**config.mk**
```make
export PLATFORM = sky130hd
export DESIGN_NAME = barrier_unit
export DESIGN_NICKNAME = d
export VERILOG_FILES = /design/src/rtl/barrier_pkg.sv /design/src/rtl/barrier_post_router.sv /design/src/rtl/barrier_mailbox.sv /design/src/rtl/barrier_fsm.sv /design/src/rtl/barrier_unit.sv
export SDC_FILE = /design/constraint.sdc
export NUM_CORES = 1
export LEC_CHECK = 0
export BUFFER_PORTS_ARGS = -buffer_cell sky130_fd_sc_hd__clkbuf_2
export CAP_MARGIN = 30
export CORE_ASPECT_RATIO = 0.75
export CORE_MARGIN = 2
export CORE_UTILIZATION = 59
export DETAILED_ROUTE_END_ITERATION = 12
export GPL_ROUTABILITY_DRIVEN = 0
export MAX_ROUTING_LAYER = met4
export PLACE_DENSITY = 0.89
export SLEW_MARGIN = 20
export SYNTH_ARGS = -nofsm -noshare
export SYNTH_HDL_FRONTEND = slang
export SYNTH_SLANG_ARGS = --single-unit
```
**constraint.sdc**
```tcl
create_clock -name clk_i -period 3.4 [get_ports clk_i]
set_clock_uncertainty 0.05 [all_clocks]
set_input_delay 0.51 -clock clk_i [delete_from_list [all_inputs] [get_ports clk_i]]
set_output_delay 0.51 -clock clk_i [all_outputs]
set_load 0.01 [all_outputs]
```
**src/rtl/barrier_pkg.sv**
```systemverilog
package barrier_pkg;
    typedef enum logic [1:0] {
        ST_IDLE    = 2'd0,
        ST_WAIT    = 2'd1,
        ST_RELEASE = 2'd2
    } bar_state_e;
endpackage

```
**src/rtl/barrier_post_router.sv**
```systemverilog
// Turns the per-lane post strobes into a token increment for each mailbox.
// A lane never counts towards its own mailbox.
module barrier_post_router #(
    parameter int NUM_PROCS = 4,
    parameter int CNT_W     = 3
) (
    input  logic [NUM_PROCS-1:0]            post_i,
    output logic [NUM_PROCS-1:0][CNT_W-1:0] inc_o
);
    for (genvar m = 0; m < NUM_PROCS; m++) begin : g_box
        always_comb begin
            inc_o[m] = '0;
            for (int s = 0; s < NUM_PROCS; s++) begin
                if (s != m && post_i[s]) begin
                    inc_o[m] = inc_o[m] + CNT_W'(1);
                end
            end
        end
    end
endmodule

```
**src/rtl/barrier_mailbox.sv**
```systemverilog
// Token counter for one processor.
module barrier_mailbox #(
    parameter int NUM_PROCS = 4,
    parameter int CNT_W     = 3
) (
    input  logic             clk_i,
    input  logic             rst_ni,
    input  logic [CNT_W-1:0] inc_i,
    input  logic             consume_i,
    output logic [CNT_W-1:0] count_o
);
    localparam logic [CNT_W-1:0] NEED = CNT_W'(NUM_PROCS - 1);
    localparam logic [CNT_W:0]   MAXV = {1'b0, {CNT_W{1'b1}}};

    logic [CNT_W-1:0] count_q, count_d;
    logic             hist_ok_q;

    always_comb begin
        count_d = count_q + inc_i - (consume_i ? NEED : '0);
    end

    always_ff @(posedge clk_i) begin
        if (!rst_ni) begin
            count_q   <= '0;
            hist_ok_q <= 1'b0;
        end else begin
            count_q   <= count_d;
            hist_ok_q <= 1'b1;
        end
    end

    assign count_o = count_q;

    logic [CNT_W:0] sum_w;
    assign sum_w = {1'b0, count_q} + {1'b0, inc_i};

    AST_NO_OVERFLOW: assert property (@(posedge clk_i) disable iff (!rst_ni)
        sum_w <= MAXV);
    AST_CONSUME_ENOUGH: assert property (@(posedge clk_i) disable iff (!rst_ni)
        consume_i |-> (count_q >= NEED));
    AST_COUNT_TRACK: assert property (@(posedge clk_i) disable iff (!rst_ni)
        hist_ok_q |-> (count_q == $past(count_q) + $past(inc_i)
                                   - ($past(consume_i) ? NEED : '0)));
endmodule

```
**src/rtl/barrier_fsm.sv**
```systemverilog
// Controller for one processor lane: idle, waiting for tokens, release pulse.
module barrier_fsm
    import barrier_pkg::*;
#(
    parameter int NUM_PROCS = 4,
    parameter int CNT_W     = 3
) (
    input  logic             clk_i,
    input  logic             rst_ni,
    input  logic             arrive_i,
    input  logic [CNT_W-1:0] count_i,
    output logic             post_o,
    output logic             consume_o,
    output logic             release_o
);
    localparam logic [CNT_W-1:0] NEED = CNT_W'(NUM_PROCS - 1);

    bar_state_e state_q, state_d;

    always_ff @(posedge clk_i) begin
        if (!rst_ni) state_q <= ST_IDLE;
        else         state_q <= state_d;
    end

    always_comb begin
        state_d = state_q;
        unique case (state_q)
            ST_IDLE:    if (arrive_i) state_d = ST_WAIT;
            ST_WAIT:    if (count_i >= NEED) state_d = ST_RELEASE;
            ST_RELEASE: state_d = arrive_i ? ST_WAIT : ST_IDLE;
            default:    state_d = ST_IDLE;
        endcase
    end

    always_comb begin
        post_o    = 1'b0;
        consume_o = 1'b0;
        release_o = 1'b0;
        unique case (state_q)
            ST_IDLE:    post_o = arrive_i;
            ST_WAIT:    consume_o = (count_i >= NEED);
            ST_RELEASE: begin
                release_o = 1'b1;
                post_o    = arrive_i;
            end
            default: ;
        endcase
    end

    AST_REL_SINGLE: assert property (@(posedge clk_i) disable iff (!rst_ni)
        release_o |=> !release_o);
    AST_REL_AFTER_CONSUME: assert property (@(posedge clk_i) disable iff (!rst_ni)
        $rose(release_o) |-> $past(consume_o));
    AST_POST_ENTERS_WAIT: assert property (@(posedge clk_i) disable iff (!rst_ni)
        post_o |=> (state_q == ST_WAIT));
    AST_WAIT_NO_POST: assert property (@(posedge clk_i) disable iff (!rst_ni)
        (state_q == ST_WAIT) |-> !post_o);
endmodule

```
**src/rtl/barrier_unit.sv**
```systemverilog
module barrier_unit #(
    parameter int NUM_PROCS = 4
) (
    input  logic                 clk_i,
    input  logic                 rst_ni,
    input  logic [NUM_PROCS-1:0] arrive_i,
    output logic [NUM_PROCS-1:0] release_o
);
    localparam int CNT_W = $clog2(NUM_PROCS) + 1;

    if (NUM_PROCS < 2) begin : g_bad_param
        $error("barrier_unit needs at least two processors");
    end

    logic [NUM_PROCS-1:0]            post_w;
    logic [NUM_PROCS-1:0]            consume_w;
    logic [NUM_PROCS-1:0][CNT_W-1:0] inc_w;
    logic [NUM_PROCS-1:0][CNT_W-1:0] count_w;

    barrier_post_router #(.NUM_PROCS(NUM_PROCS), .CNT_W(CNT_W)) router_i (
        .post_i (post_w),
        .inc_o  (inc_w)
    );

    for (genvar p = 0; p < NUM_PROCS; p++) begin : g_lane
        barrier_fsm #(.NUM_PROCS(NUM_PROCS), .CNT_W(CNT_W)) fsm_i (
            .clk_i     (clk_i),
            .rst_ni    (rst_ni),
            .arrive_i  (arrive_i[p]),
            .count_i   (count_w[p]),
            .post_o    (post_w[p]),
            .consume_o (consume_w[p]),
            .release_o (release_o[p])
        );
        barrier_mailbox #(.NUM_PROCS(NUM_PROCS), .CNT_W(CNT_W)) box_i (
            .clk_i     (clk_i),
            .rst_ni    (rst_ni),
            .inc_i     (inc_w[p]),
            .consume_i (consume_w[p]),
            .count_o   (count_w[p])
        );
    end

    AST_RESET_QUIET: assert property (@(posedge clk_i)
        !rst_ni |=> (release_o == '0));
endmodule

```
# Word-level counts from Yosys, hierarchy flattened
# Index checks and enable logic that the tools add are counted.
[word_totals] regBits=20 input_bits=6 output_inout_bits=4 elab_cells=94
[op_classes] n_addsub=13 magnitude_cmp=4 n_eq_ne=16 mux=41 reduce_logical=12
[op_table] operator="two-way mux 2 bit" n=12
[op_table] operator="case mux 2 bit (3 select lines)" n=4
[op_table] operator="two-way mux 3 bit" n=7
[op_table] operator="two-way mux 1 bit" n=18
[op_table] operator="adder 3 x 1 -> 3 bit (second input constant)" n=5
[op_table] operator="adder 3 bit" n=4
[op_table] operator="greater-or-equal comparator 3 x 2 -> 1 bit (second input constant)" n=4
[op_table] operator="subtractor 3 bit" n=4
[op_table] operator="equality test 2 x 1 -> 1 bit (second input constant)" n=4
[op_table] operator="equality test 2 bit (second input constant)" n=4
[op_table] operator="logical NOT 2 bit" n=4
[op_table] operator="!= test 2 x 1 -> 1 bit (second input constant)" n=4
[op_table] operator="!= test 2 bit (second input constant)" n=4
[op_table] operator="AND reduction 2 bit" n=4
[op_table] operator="OR reduction 2 bit" n=4

# Depth between registers and ports, before layout
[depth] ltp_word=10 ltp_mapped=13 ltp_nobuf=12

# By module
# A second synthesis with hierarchy kept.
[hier_totals] cells_unflattened=137 hier_area_um2=1353.8
[modules_own_cells] mod="barrier_mailbox" n_inst=4 cells_per_inst=19 area_each_um2=192.7 seq_area_each_um2=60.1
[modules_own_cells] mod="barrier_fsm" n_inst=4 cells_per_inst=9 area_each_um2=92.6 seq_area_each_um2=40.0
[modules_own_cells] mod="barrier_post_router" n_inst=1 cells_per_inst=25 area_each_um2=212.7 seq_area_each_um2=0.0

# Least setup slack after synthesis
# Ideal clock, no wire load.
[synth_path] path_kind="input to register" from="in arrive_i[0]" to="reg g_lane[2].box_i.count_q[2]" setup_ps=130 arrival_time_ps=2498 required_time_ps=3220 setup_slack_ps=722 path_stages=12 path_buffers=0 cell_sequence="nand2b_1 inv_1 ha_1 xnor2_1 ha_1 inv_1 ha_1 inv_1 fa_1 xnor3_1 and4_4 nor3_2"
[synth_between] elab_chain_len=8
[synth_lines] element="from (decl)" line_no="barrier_unit.sv:6" source="input logic [NUM_PROCS-1:0] arrive_i,"
[synth_lines] element="two-way mux 1 bit (*)" line_no="barrier_fsm.sv:39" source="unique case (state_q)"
[synth_lines] element="two-way mux 1 bit (*)" line_no="barrier_post_router.sv:14" source="if (s != m && post_i[s]) begin"
[synth_lines] element="adder 3 x 1 -> 3 bit" line_no="barrier_post_router.sv:15" source="inc_o[m] = inc_o[m] + CNT_W'(1);"
[synth_lines] element="two-way mux 3 bit (*)" line_no="barrier_post_router.sv:14"
[synth_lines] element="adder 3 x 1 -> 3 bit" line_no="barrier_post_router.sv:15"
[synth_lines] element="two-way mux 3 bit (*)" line_no="barrier_post_router.sv:14"
[synth_lines] element="adder 3 bit (*)" line_no="barrier_mailbox.sv:19" source="count_d = count_q + inc_i - (consume_i ? NEED : '0);"
[synth_lines] element="subtractor 3 bit (*)" line_no="barrier_mailbox.sv:19"
[synth_lines] element="to (signal assigned)" line_no="barrier_mailbox.sv:27" source="count_q <= count_d;"
[synth_lines] element="to (decl)" line_no="barrier_mailbox.sv:15" source="logic [CNT_W-1:0] count_q, count_d;"
# Every way passes the cells marked *; elsewhere a longest branch is shown, timed or not.
# A chain may end at the register's enable or synchronous reset.

# Final worst setup path
[layout_path] from="reg g_lane[2].fsm_i.state_q[0]" to="reg g_lane[0].box_i.count_q[2]"
[layout_between] elab_chain_len=8 elab_cells_between_ends=9 cone_classes="add/sub (3); eq/ne (1); mux (3); reduce/logical (2)"
[layout_lines] element="from (decl)" line_no="barrier_fsm.sv:18" source="bar_state_e state_q, state_d;"
[layout_lines] element="from (signal assigned)" line_no="barrier_fsm.sv:22" source="else state_q <= state_d;"
[layout_lines] element="equality test 2 bit or logical NOT 2 bit (tied branches)" line_no="barrier_fsm.sv:39"
[layout_lines] element="OR reduction 2 bit (no source line) (*)"
[layout_lines] element="two-way mux 1 bit (*)" line_no="barrier_fsm.sv:39"
[layout_lines] element="two-way mux 3 bit (*)" line_no="barrier_post_router.sv:14"
[layout_lines] element="adder 3 x 1 -> 3 bit" line_no="barrier_post_router.sv:15"
[layout_lines] element="two-way mux 3 bit (*)" line_no="barrier_post_router.sv:14"
[layout_lines] element="adder 3 bit (*)" line_no="barrier_mailbox.sv:19"
[layout_lines] element="subtractor 3 bit (*)" line_no="barrier_mailbox.sv:19"
[layout_lines] element="to (signal assigned)" line_no="barrier_mailbox.sv:27"
[layout_lines] element="to (decl)" line_no="barrier_mailbox.sv:15"
# Marked as above.

==> impl_metrics.ini <==
[run_status]
status = finished with violations
violations = DRC

[critical_path]
reg2reg_slack_ns = 0.53
path_buf_inv = 2
cp_max_fo = 7
start_kind = flop
required_ns = 3.61
crit_type = reg -> reg
r2r_cells = 11
arrival_ns = 3.07
r2r-start = g_lane[2].fsm_i.state_q[0]
cp_cell_sequence = nand2b_1 > inv_1 > ha_1 > nand2_1 > o21ai_0 > fa_1 > inv_1 > fa_1 > xnor3_1 > a31o_1 > a21oi_1
rr_endpoint = g_lane[0].box_i.count_o[2]
critPathCaptureType = flop
max_stage_delay_ns = 0.51
cp-startpoint = g_lane[2].fsm_i.state_q[0]
path_delay_family = adder cells
crit_path_top_delay_cell = fa_1

[clocking]
cts_sinks = 20
numCtsBuffers = 3
clkTransAtPathRegs_ns = 0.13
postCtsSetupBuffers = 0
cts_tree = done
cts_root_buffer = clkbuf_4
htreeDepth = 1
clock_latency_ns = 0.31
cts_resized = 0
cts_buffer_depth = 2
postCtsHoldBufs = 0

[logic_synthesis]
ys_top_cells_by_area = dfxtp_1 30%, ha_1 12%, fa_1 12%, xnor3_1 6.8%, inv_1 5.1%
synth.top_cells.by_count = 20 x dfxtp_1, 18 x inv_1, 13 x a21oi_1, 13 x ha_1, 9 x and2_1
syn_area_per_cell_um2 = 9.98
synth_enable_flop_cells = 0
seq_area_frac_synth = 0.302
synth_cells = 133
synth_area_leader_cell = dfxtp_1
yosysMostFrequentCell = dfxtp_1
synth_flop_cell = dfxtp_1
async_flop_share = 0
synth_area_um2 = 1330
synth_top_cell_area_share = 0.302
ys_types = 27
ys.warnings.count = 0
ys_ff_latch = 20
syn_nets = 160

[timing]
fin_crit_sh = 0.843
hold_viol_final = 0
fin_crit_ns = 2.87
drv_slew = 0
slew_headroom = 0.660
finalSetupTns_ns = 0
setup_violations = 0
worstMarginPinSlew_ns = 0.510
rsz0062_at_grt = false
fmax_ghz = 0.349
fin_ws_ns = 0.534

[place]
place_hpwl_um = 1800
numPortBuffers = 9
preCtsSetupSlack_ns = 0.408

[floorplan]
num_rows = 14
core_area_um2 = 2070
die_h_um = 45.1
io_pins = 10
die_w_um = 58.8
die-area_um2 = 2650
start_util = 0.642

[worst_hold_path]
hold_class = reg -> reg
hold_depth = 2
min_to = g_lane[2].fsm_i.state_q[0]
hold_start = g_lane[2].fsm_i.state_q[0]

[grt]
grt.overflow.total = 0
grt_pass1_vias = 1027
grt_max_degree = 13
grt_usage = 0.228
antenna_found_initial = 0
grt_pass1_wl_um = 4330

[run]
maxCapViolations = 0

[finish]
antenna_cells = 0
fin_nets = 168
area_growth_pct = 6.88
post_route_cells_drive_above_1_share = 0.121
fill_cells = 169
multiInputGateArea_um2 = 816
seqCellArea_um2 = 400

[detailed_routing]
wl_per_cell_um = 14.2
drtIter0Drc = 51
drc = 1
first_pass_iters = 8
drt_wl_total_um = 2320
vias = 931
viasPerCell = 5.68
ant_nets = 0

[pwr]
p_per_area_nw_per_um2 = 783
ir_drop_mv = 0.382
leakagePower_nw = 0.667
==> state kept, by name, summed over array words and instances, names as in the netlist <==
register	flops
g_lane.box_i.count_o	12
g_lane.fsm_i.state_q	8
==> cells by family (layout without fill, tap and decap cells) <==
logic type	Yosys count	in the layout	share of synthesized area
XOR/XNOR	8	8	0.0943
AND/OR/NAND/NOR	40	40	0.198
AO/OA/AOI/OAI	19	19	0.0792
adder cells (fa/ha/maj)	21	21	0.243
flip-flops	20	20	0.302
buffers and inverters	25	32	0.0839
==> layer usage <==
metal,GRT usage,wire [um],vias to the layer above
li1,-,-,453
met1,0.265,959,442
met2,0.389,1190,30
met3,0.0573,118,6
met4,0.0773,53,0
met5,-,0,-
==> layout by cell type (no fill, tap or decap) <==
cell type,synthesis,final
dfxtp_1,20,20
inv_1,18,18
a21oi_1,13,13
ha_1,13,13
and2_1,9,9
clkbuf_2,0,9
fa_1,8,8
nor2b_1,5,5
nor3b_1,5,5
nand2b_1,4,4
nor2_1,4,4
xnor3_1,4,4
nand3b_1,4,4
xnor2_1,3,3
clkbuf_4,0,3
a31oi_1,2,2
nand2_1,2,2
o21ai_0,2,2
a31o_1,2,2
nand4_1,2,2
xor2_1,1,1
and4bb_2,1,1
and3b_1,1,1
nand3_1,1,1
and4_4,1,1
nor3_2,1,1
bufinv_16,0,1
buf_4,4,1
==> worst max-delay path by stage <==
stage / endpoint / slack (ns) / cells after the start
floorplan: g_lane[2].box_i.count_o[2] / 0.72 / 12
global placement: g_lane[2].box_i.count_o[2] / 0.48 / 13
detailed placement: g_lane[3].box_i.count_o[2] / 0.41 / 12
CTS: g_lane[3].box_i.count_o[2] / 0.52 / 11
global route: g_lane[3].box_i.count_o[2] / 0.30 / 11
finish: g_lane[0].box_i.count_o[2] / 0.53 / 11
==> worst register-to-register path: stages (launching register included) <==
cell,delay (ns)
dfxtp_1,0.39
nand2b_1,0.29
inv_1,0.12
ha_1,0.23
nand2_1,0.07
o21ai_0,0.15
fa_1,0.52
inv_1,0.06
fa_1,0.43
xnor3_1,0.20
a31o_1,0.20
a21oi_1,0.11
==> power by group <==
group | internal (W) | leakage, nW | total (W) | switching [W]
logic | 0.000303 | 0.473 | 0.000557 | 0.000254
clock network | 0.000119 | 0.0279 | 0.000201 | 0.0000816
registers | 0.000308 | 0.166 | 0.000354 | 0.0000455
==> layout make-up <==
type | count | share of cell area
Multi-Input combinational cell | 88 | 0.575
Sequential cell | 20 | 0.282
Inverter | 18 | 0.0476
Timing Repair Buffer | 10 | 0.0370
Clock inverter | 1 | 0.0212
Tap cell | 24 | 0.0212
Clock buffer | 3 | 0.0159
==> stage by stage <==
| step | power (W) | cell area [um^2] | cells | hold slack, ns | utilization |
|---|---|---|---|---|---|
| 6_report | 0.00111 | 1420 | 164 | 0.492 | 0.686 |
| 5_1_grt | 0.00122 | 1420 | 164 | 0.519 | 0.686 |
| 4_1_cts | 0.00113 | 1420 | 164 | 0.484 | 0.686 |
| 3_5_place_dp | 0.000922 | 1370 | 160 | 0.466 | 0.661 |
| 3_3_place_gp | 0.000879 | 1370 | 160 | 0.455 | 0.661 |
| 2_1_floorplan | 0.000821 | 1330 | 133 | 0.438 | - |
(Power assumes the default switching activity.)
